$ cat src/rtl/eir_pkg.sv
package eir_pkg;

  localparam int unsigned CFG_W    = 8;
  localparam int unsigned FIELD_W  = CFG_W - 1;
  localparam logic [CFG_W-1:0] CFG_MASK = 8'h7F;

  typedef enum logic [1:0] {
    A_EXT   = 2'b00,
    A_STEP  = 2'b01,
    A_INDEX = 2'b10,
    A_HIGH  = 2'b11
  } a_src_e;

  typedef enum logic [1:0] {
    CT_CAPT   = 2'b00,
    CT_STOP   = 2'b01,
    CT_EITHER = 2'b10,
    CT_IDLE   = 2'b11
  } ctl_src_e;

  typedef struct packed {
    logic stop_inv;
    logic idx_inv;
    logic wp_inv;
    logic cap_en;
    logic cap_inv;
    logic b_inv;
    logic a_inv;
  } pol_cfg_t;

  typedef struct packed {
    ctl_src_e ld_sel;
    ctl_src_e rg_sel;
    logic     b_dir;
    a_src_e   a_sel;
  } src_cfg_t;

endpackage

$ cat src/rtl/eir_sync.sv
module eir_sync #(
  parameter int unsigned WIDTH  = 1,
  parameter int unsigned STAGES = 2
) (
  input  logic             clk,
  input  logic             rst_n,
  input  logic [WIDTH-1:0] d,
  output logic [WIDTH-1:0] q
);

  logic [STAGES-1:0][WIDTH-1:0] chain_q;
  logic [STAGES-1:0][WIDTH-1:0] chain_d;

  always_comb begin
    chain_d = {chain_q[STAGES-2:0], d};
  end

  always_ff @(posedge clk or negedge rst_n) begin
    if (!rst_n) begin
      chain_q <= '0;
    end else begin
      chain_q <= chain_d;
    end
  end

  assign q = chain_q[STAGES-1];

endmodule

$ cat src/rtl/eir_cfg_regs.sv
module eir_cfg_regs
  import eir_pkg::*;
(
  input  logic             clk,
  input  logic             rst_n,
  input  logic             wr_en,
  input  logic             sel,
  input  logic [CFG_W-1:0] wdata,
  output pol_cfg_t         pol_q,
  output src_cfg_t         src_q,
  output logic [CFG_W-1:0] rdata
);

  logic [CFG_W-1:0] pol_raw_q, pol_raw_d;
  logic [CFG_W-1:0] src_raw_q, src_raw_d;
  logic             pol_we, src_we;

  assign pol_we = wr_en && (sel == 1'b0);
  assign src_we = wr_en && (sel == 1'b1);

  always_comb begin
    pol_raw_d = pol_raw_q;
    src_raw_d = src_raw_q;
    if (pol_we) pol_raw_d = wdata & CFG_MASK;
    if (src_we) src_raw_d = wdata & CFG_MASK;
  end

  always_ff @(posedge clk or negedge rst_n) begin
    if (!rst_n) begin
      pol_raw_q <= '0;
      src_raw_q <= '0;
    end else begin
      pol_raw_q <= pol_raw_d;
      src_raw_q <= src_raw_d;
    end
  end

  assign pol_q = pol_cfg_t'(pol_raw_q[FIELD_W-1:0]);
  assign src_q = src_cfg_t'(src_raw_q[FIELD_W-1:0]);
  assign rdata = sel ? src_raw_q : pol_raw_q;

endmodule

$ cat src/rtl/eir_route.sv
module eir_route
  import eir_pkg::*;
#(
  parameter int unsigned WP_W = 2
) (
  input  logic            clk,
  input  logic            rst_n,
  input  pol_cfg_t        pol,
  input  src_cfg_t        src,
  input  logic            a_s,
  input  logic            b_s,
  input  logic            idx_s,
  input  logic            cap_s,
  input  logic            stop_s,
  input  logic [WP_W-1:0] wp_s,
  input  logic            step_i,
  input  logic            dir_i,
  output logic            cnt_a,
  output logic            cnt_b,
  output logic            cnt_rst_gate_n,
  output logic            cnt_load_n,
  output logic [WP_W-1:0] pg_waypt_n,
  output logic            pg_index,
  output logic            estop_n
);

  logic            idx_c, stop_c, cap_c;
  logic            a_d, b_d, rg_d, ld_d, idx_d, stop_d;
  logic [WP_W-1:0] wp_d;

  function automatic logic pick_ctl(input ctl_src_e s, input logic capt, input logic stp);
    logic r;
    unique case (s)
      CT_CAPT:   r = capt;
      CT_STOP:   r = stp;
      CT_EITHER: r = capt & stp;
      CT_IDLE:   r = 1'b1;
    endcase
    return r;
  endfunction

  always_comb begin
    idx_c = idx_s ^ pol.idx_inv;
    stop_c = stop_s ^ pol.stop_inv;
    cap_c = pol.cap_en ? (cap_s ^ pol.cap_inv) : 1'b1;

    unique case (src.a_sel)
      A_EXT:   a_d = a_s ^ pol.a_inv;
      A_STEP:  a_d = step_i ^ pol.a_inv;
      A_INDEX: a_d = idx_c ^ pol.a_inv;
      A_HIGH:  a_d = 1'b1;
    endcase

    b_d = (src.b_dir ? dir_i : b_s) ^ pol.b_inv;
    rg_d = pick_ctl(src.rg_sel, cap_c, stop_c);
    ld_d = pick_ctl(src.ld_sel, cap_c, stop_c);
    wp_d = wp_s ^ {WP_W{pol.wp_inv}};
    idx_d = idx_c;
    stop_d = stop_c;
  end

  always_ff @(posedge clk or negedge rst_n) begin
    if (!rst_n) begin
      cnt_a          <= 1'b0;
      cnt_b          <= 1'b0;
      cnt_rst_gate_n <= 1'b1;
      cnt_load_n     <= 1'b1;
      pg_waypt_n     <= '1;
      pg_index       <= 1'b0;
      estop_n        <= 1'b1;
    end else begin
      cnt_a          <= a_d;
      cnt_b          <= b_d;
      cnt_rst_gate_n <= rg_d;
      cnt_load_n     <= ld_d;
      pg_waypt_n     <= wp_d;
      pg_index       <= idx_d;
      estop_n        <= stop_d;
    end
  end

endmodule

$ cat src/rtl/enc_input_router.sv
module enc_input_router
  import eir_pkg::*;
#(
  parameter int unsigned WP_W        = 2,
  parameter int unsigned SYNC_STAGES = 2
) (
  input  logic             clk,
  input  logic             rst_n,
  input  logic             reg_wr,
  input  logic             reg_sel,
  input  logic [CFG_W-1:0] reg_wdata,
  output logic [CFG_W-1:0] reg_rdata,
  input  logic             ext_a,
  input  logic             ext_b,
  input  logic             ext_index,
  input  logic             ext_capture,
  input  logic             ext_stop,
  input  logic [WP_W-1:0]  ext_waypt,
  input  logic             step_out,
  input  logic             dir_out,
  output logic             cnt_a,
  output logic             cnt_b,
  output logic             cnt_rst_gate_n,
  output logic             cnt_load_n,
  output logic [WP_W-1:0]  pg_waypt_n,
  output logic             pg_index,
  output logic             estop_n
);

  localparam int unsigned IN_W = 5 + WP_W;

  logic [1:0]      rst_pipe_q, rst_pipe_d;
  logic            rst_sync_n;
  logic [IN_W-1:0] in_raw, in_sync;
  pol_cfg_t        pol_q;
  src_cfg_t        src_q;

  always_comb begin
    rst_pipe_d = {rst_pipe_q[0], 1'b1};
  end

  always_ff @(posedge clk or negedge rst_n) begin
    if (!rst_n) begin
      rst_pipe_q <= '0;
    end else begin
      rst_pipe_q <= rst_pipe_d;
    end
  end

  assign rst_sync_n = rst_pipe_q[1];

  assign in_raw = {ext_waypt, ext_stop, ext_capture, ext_index, ext_b, ext_a};

  eir_sync #(
    .WIDTH  (IN_W),
    .STAGES (SYNC_STAGES)
  ) i_sync (
    .clk   (clk),
    .rst_n (rst_sync_n),
    .d     (in_raw),
    .q     (in_sync)
  );

  eir_cfg_regs i_cfg (
    .clk   (clk),
    .rst_n (rst_sync_n),
    .wr_en (reg_wr),
    .sel   (reg_sel),
    .wdata (reg_wdata),
    .pol_q (pol_q),
    .src_q (src_q),
    .rdata (reg_rdata)
  );

  eir_route #(
    .WP_W (WP_W)
  ) i_route (
    .clk            (clk),
    .rst_n          (rst_sync_n),
    .pol            (pol_q),
    .src            (src_q),
    .a_s            (in_sync[0]),
    .b_s            (in_sync[1]),
    .idx_s          (in_sync[2]),
    .cap_s          (in_sync[3]),
    .stop_s         (in_sync[4]),
    .wp_s           (in_sync[IN_W-1:5]),
    .step_i         (step_out),
    .dir_i          (dir_out),
    .cnt_a          (cnt_a),
    .cnt_b          (cnt_b),
    .cnt_rst_gate_n (cnt_rst_gate_n),
    .cnt_load_n     (cnt_load_n),
    .pg_waypt_n     (pg_waypt_n),
    .pg_index       (pg_index),
    .estop_n        (estop_n)
  );

endmodule

$ cat config.mk
export PLATFORM = sky130hd
export DESIGN_NAME = enc_input_router
export DESIGN_NICKNAME = d
export VERILOG_FILES = /design/src/rtl/eir_pkg.sv /design/src/rtl/eir_sync.sv /design/src/rtl/eir_cfg_regs.sv /design/src/rtl/eir_route.sv /design/src/rtl/enc_input_router.sv
export SDC_FILE = /design/constraint.sdc
export NUM_CORES = 1
export LEC_CHECK = 0
export BUFFER_PORTS_ARGS = -buffer_cell sky130_fd_sc_hd__buf_2
export CAP_MARGIN = 20
export CORE_AREA = 2 2 55 57
export DETAILED_ROUTE_END_ITERATION = 12
export DIE_AREA = 0 0 57 59
export HOLD_SLACK_MARGIN = 0.1
export PLACE_DENSITY = 0.8
export SLEW_MARGIN = 20
export SYNTH_ARGS = -nofsm -noshare
export SYNTH_HDL_FRONTEND = slang
export SYNTH_SLANG_ARGS = --single-unit
$ cat constraint.sdc
create_clock -name clk -period 2.1 [get_ports clk]
set_clock_uncertainty 0.15 [all_clocks]
set_input_delay 0.105 -clock clk [delete_from_list [all_inputs] [get_ports clk]]
set_output_delay 0.105 -clock clk [all_outputs]
set_load 0.05 [all_outputs]
# Yosys cells after proc, flatten, opt, wreduce, memory -nomap -nowiden
# Cells that the tools add are included.
[word_totals]
out_inout_bits = 16
register_bits = 38
wordCells = 42
inputBits = 21
[op_classes]
n_eq_ne = 9
mux = 6
bitwise = 10
reduce_logical = 5
[op_table]
columns = ["op", "n"]
rows = [
  ["2-bit equality test (second input constant)", 6],
  ["1-bit case mux with 4 select lines", 3],
  ["7-bit 2-to-1 mux", 1],
  ["1-bit XOR", 7],
  ["2-bit by 1-bit equality test with 1-bit output (second input constant)", 3],
  ["2-bit zero test", 3],
  ["1-bit logical AND", 2],
  ["1-bit 2-to-1 mux", 2],
  ["2-bit XOR", 1],
  ["1-bit bitwise AND", 1],
  ["1-bit NOT", 1],
]

# Longest topological paths before layout
[depth]
word_depth = 4
ltp_mapped = 5
depth_no_buf = 5

# Hierarchy
# Synthesis repeated with hierarchy kept, for this count alone.
[hier_totals]
hier_cells = 90
hier_area_um2 = 1481.4
[modules_own_cells]
columns = ["module", "cells_each", "seq_area_each_um2", "area_per_inst_um2", "instances"]
rows = [
  ["eir_cfg_regs", 41, 350.3, 670.6, 1],
  ["eir_route", 32, 206.4, 406.6, 1],
  ["eir_sync", 14, 350.3, 350.3, 1],
  ["enc_input_router", 3, 50.0, 53.8, 1],
]

# Least setup slack after synthesis
# Ideal clock, no wire load.
[synth_timing]
path_kind = "register to output"
start = "register i_cfg.pol_raw_q[3]"
end = "output reg_rdata[3]"
setup_slack_ps = 397
n_path_buf = 0
t_arrival_ps = 1448
stages_incl_launch_ff = 3
t_required_ps = 1845
cell_sequence = "dfrtp_1 -> inv_1 -> o21ai_0"
[synth_between]
elab_chain_len = 1
[synth_lines]
columns = ["element", "line_no", "text"]
rows = [
  ["from (decl)", "eir_cfg_regs.sv:14", "logic [CFG_W-1:0] pol_raw_q, pol_raw_d;"],
  ["from (signal assigned)", "eir_cfg_regs.sv:33", "pol_raw_q <= pol_raw_d;"],
  ["7-bit 2-to-1 mux", "eir_cfg_regs.sv:40", "assign rdata = sel ? src_raw_q : pol_raw_q;"],
  ["to (decl)", "enc_input_router.sv:12", "output logic [CFG_W-1:0] reg_rdata,"],
]
# Every way passes these cells.

# Final worst setup path
[layout_timing]
start = "input reg_wr"
end = "register i_cfg.src_raw_q[5]"
[layout_between]
elab_chain_len = 1
[layout_lines]
columns = ["element", "line_no", "text"]
rows = [
  ["from (decl)", "enc_input_router.sv:9", "input logic reg_wr,"],
  ["1-bit logical AND", "eir_cfg_regs.sv:19", "assign src_we = wr_en && (sel == 1'b1);"],
  ["to (signal assigned)", "eir_cfg_regs.sv:34", "src_raw_q <= src_raw_d;"],
  ["to (decl)", "eir_cfg_regs.sv:15", "logic [CFG_W-1:0] src_raw_q, src_raw_d;"],
]
# Every way passes these cells.
# A chain may end at the register's enable or synchronous reset.

==> implementation parameters <==
Parameter                              Value

STA
  Total Negative Setup Slacks ... 0 ps
  Peak Freq ... 572 MHz
  Headroom to the max-slew limit ... 64.8%
  Minimum setup slack in the final design ... 351 ps
  Final Cycle Share ... 83.3%
  Unrepaired setup endpoints after global routing ... false
  Number of failing setup endpoints in the final timing report ... 0
  Slew @ Worst Pin ... 526 ps
  Number of hold violations in the final report ... 0
  Final critical delay including setup and external delays ... 1750 ps
  Max Slew Vio Count ... 0

Floorplan
  Std cell rows ... 19
  Ports ... 37
  Area of the core ... 0.00271 mm^2
  Die Height ... 59 um
  DIE WIDTH ... 57 um
  Initial cell density of the core ... 54.3%
  Die outline area ... 0.00336 mm^2

Synth
  Library cells used by synthesis ... 23
  Number of synthesized register bits ... 38
  Number of nets in the synthesized netlist ... 119
  Ys Warns ... 0
  Sequential share of the synthesized area ... 65.0%
  Post-synth top area cell ... dfrtp_1
  Synth Instances ... 95
  Yosys top cell area share ... 56.1%
  Avg Inst Size Synth ... 15.5 um^2
  Combined area of all synthesized cells ... 0.00147 mm^2
  Top cells by area, synth ... dfrtp_1, mux2_2, dfstp_2

Clock tree
  Clk Tree Root Cell ... clkbuf_4
  Clock tree buffer depth ... 2
  Clock Pin Slew Worst Setup and Hold Paths ... 110 ps
  Clk sinks ... 38
  Clock insertion delay at the later pin of the skew report ... 340 ps
  TritonCTS buffer count ... 5
  Htree depth ... 2
  # resized after CTS ... 0
  CTS tree ... yes

Pwr
  Seq pwr share ... 49.2%
  P_int ... 1.19 mW
  Fraction of power spent switching nets ... 34.5%
  Power density cells ... 929 mW/mm^2
  Leakage power of the design ... 0.934 nW
  Worst ir drop on vdd ... 0.000738 V
  Clock network fraction of total power ... 21.9%
  Switching power ... 0.625 mW
  Share of total power in combinational logic ... 29.0%

Global route
  Global-route wire length before repair ... 4.24 mm
  Pin count of the biggest net entering global routing ... 13
  Via count of the first global-routing pass ... 923
  Overflow after GRT ... 0
  Initial antenna violation count ... 0
  Overall track demand over capacity in global routing ... 17.4%

Finish
  Count of inserted antenna diode cells ... 0
  Layout Nets ... 181
  Fraction of layout cells with a size suffix above 1 ... 45.6%
  Area Growth Syn to Fin ... 32.5%

Worst setup path
  Worst Path Buf+Inv ... 3
  CP Launch Type ... primary input
  Nature of the critical path endpoint ... flop
  Ordered cell list for the critical path ... dlygate4sd3_1, buf_2, nand2_2, mux2_2, dlygate4sd3_1
  Arrival time of data at the critical path endpoint ... 1840 ps
  Cell class contributing the biggest share of worst-path delay ... buffers and inverters
  Most common cell on crit path ... dlygate4sd3_1
  Slowest cell on crit path ... dlygate4sd3_1
  Largest fanout on the critical path ... 7
  Setup slack of the worst register-to-register path ... 460 ps
  Largest stage delay, worst path ... 550 ps
  Crit path kind ... primary input to flop
  CP required ... 2190 ps

Detailed routing
  Drt total wl ... 2.51 mm
  Detailed Routing Iterations Pass 1 ... 4
  Detailed-route DRC error count ... 0
  ANT nets after route ... 0
  Post-DR vias/cell ... 4.86
  First DRT Iteration DRCs ... 13
  Total via count in the routed design ... 918
  Detailed-route wire length per cell ... 13.3 um

Place
  Count of input and output buffers ... 34
  GP Congestion ... 0.698
  Detailed-placement wirelength estimate ... 1.61 mm
  Post-place setup slack ... 501 ps

Run
  Max-cap violations ... 0

Run status
  Outcome ... complete, no violations

Min path
  Hold WC Path Type ... flop to asynchronous set/reset pin
flip-flops by register name (all words and copies together) (netlist names):
register / cells
i_cfg.pol_raw_q: 7
i_cfg.src_raw_q: 7
i_sync.chain_d: 7
i_sync.q: 7
i_route.pg_waypt_n: 2
rst_pipe_q: 2
i_route.cnt_a: 1
i_route.cnt_b: 1
i_route.cnt_load_n: 1
i_route.cnt_rst_gate_n: 1
i_route.estop_n: 1
i_route.pg_index: 1
area by class of cell:
type                            count  area [um^2]
Tap cell                           31         38.8
Fill cell                         176          759
Clock buffer                        6         51.3
Clock inverter                      2         12.5
Sequential cell                    38          957
Multi-Input combinational cell     49          467
Timing Repair Buffer               58          405
Inverter                            5         18.8
metrics by stage:
| stage | power [mW] | instance area (um^2) | utilization, % | hold slack [ps] | instances |
|---|---|---|---|---|---|
| detailed placement | 1.40 | 1670 | 61.5 | -259 | 159 |
| CTS | 1.82 | 1940 | 71.6 | 101 | 188 |
| global route | 1.90 | 1950 | 72.0 | 208 | 189 |
| floorplan | 1.29 | 1470 | - | -341 | 95 |
| finish | 1.81 | 1950 | 72.0 | 200 | 189 |
| global placement | 1.38 | 1670 | 61.5 | -260 | 159 |
path summary, 6_finish.rpt:
path	startpoint	to	cells after the start
min reg2reg	rst_pipe_q[1]	i_route.cnt_load_n	0
min	rst_pipe_q[1]	i_route.cnt_load_n	0
max in group asynchronous	rst_pipe_q[1]	i_cfg.pol_raw_q[5]	1
max reg2reg	i_cfg.src_raw_q[0]	i_route.cnt_a	5
max	reg_wr	i_cfg.src_raw_q[5]	5
min in group clk	reg_sel	i_cfg.src_raw_q[2]	3
kinds of logic (layout without fill, tap and decap cells):
logic type,count (synthesis),count (layout),share of synthesized area [%]
mux,21,21,17.4
simple gates,8,8,3.23
flops,38,38,65.0
compound gates,9,9,3.91
fa+ha+maj,3,3,2.55
xor+xnor,6,6,4.08
buf+inv,8,71,3.31
other cells,2,2,0.510
power groups by stage:
stage                     Clock [mW]  Sequential, mW  Combinational (mW)
final                          0.396           0.891               0.525
after floorplan                    0            1.04               0.249
after detailed placement           0           0.908               0.489
after global placement             0           0.904               0.481
after CTS                      0.406           0.891               0.526
after global routing           0.442           0.904               0.557
layout by cell type (no fill, tap or decap), drive strengths merged, types with 2 or more instances in the layout:
master,netlist,routed
nand2,3,3
mux2i,2,2
o22ai,2,2
buf,3,36
inv,5,5
dlygate4sd3,0,22
nor2b,3,3
xor2,5,5
conb,2,2
o21ai,6,6
dfrtp,33,33
clkbuf,0,6
dfstp,5,5
ha,3,3
mux2,19,19
metal layers:
| metal | track usage, % | wire (um) |
|---|---|---|
| met5 | 0 | 0 |
| met4 | 6.98 | 45 |
| met3 | 6.99 | 138 |
| met2 | 27.3 | 1250 |
| met1 | 21.8 | 1080 |
timing repair:
action	4_1_cts	5_1_grt
endpoints found under the hold margin	29	1
hold buffers	21	1
buffers inserted	0	0
cells in the mapped netlist:
master / number
o22ai_1: 2
xor2_2: 1
nor2b_1: 2
o21ai_1: 2
dfstp_2: 5
ha_1: 3
nor2_1: 1
nand2_2: 1
buf_4: 1
xor2_1: 4
mux2_4: 6
nor2b_2: 1
a221oi_2: 1
mux2i_1: 2
nand2_1: 2
buf_6: 2
conb_1: 2
o21ai_0: 4
dfrtp_1: 33
xnor2_1: 1
and3b_1: 1
mux2_2: 13
inv_1: 5
No activity file was read; power rests on OpenSTA's default activity.
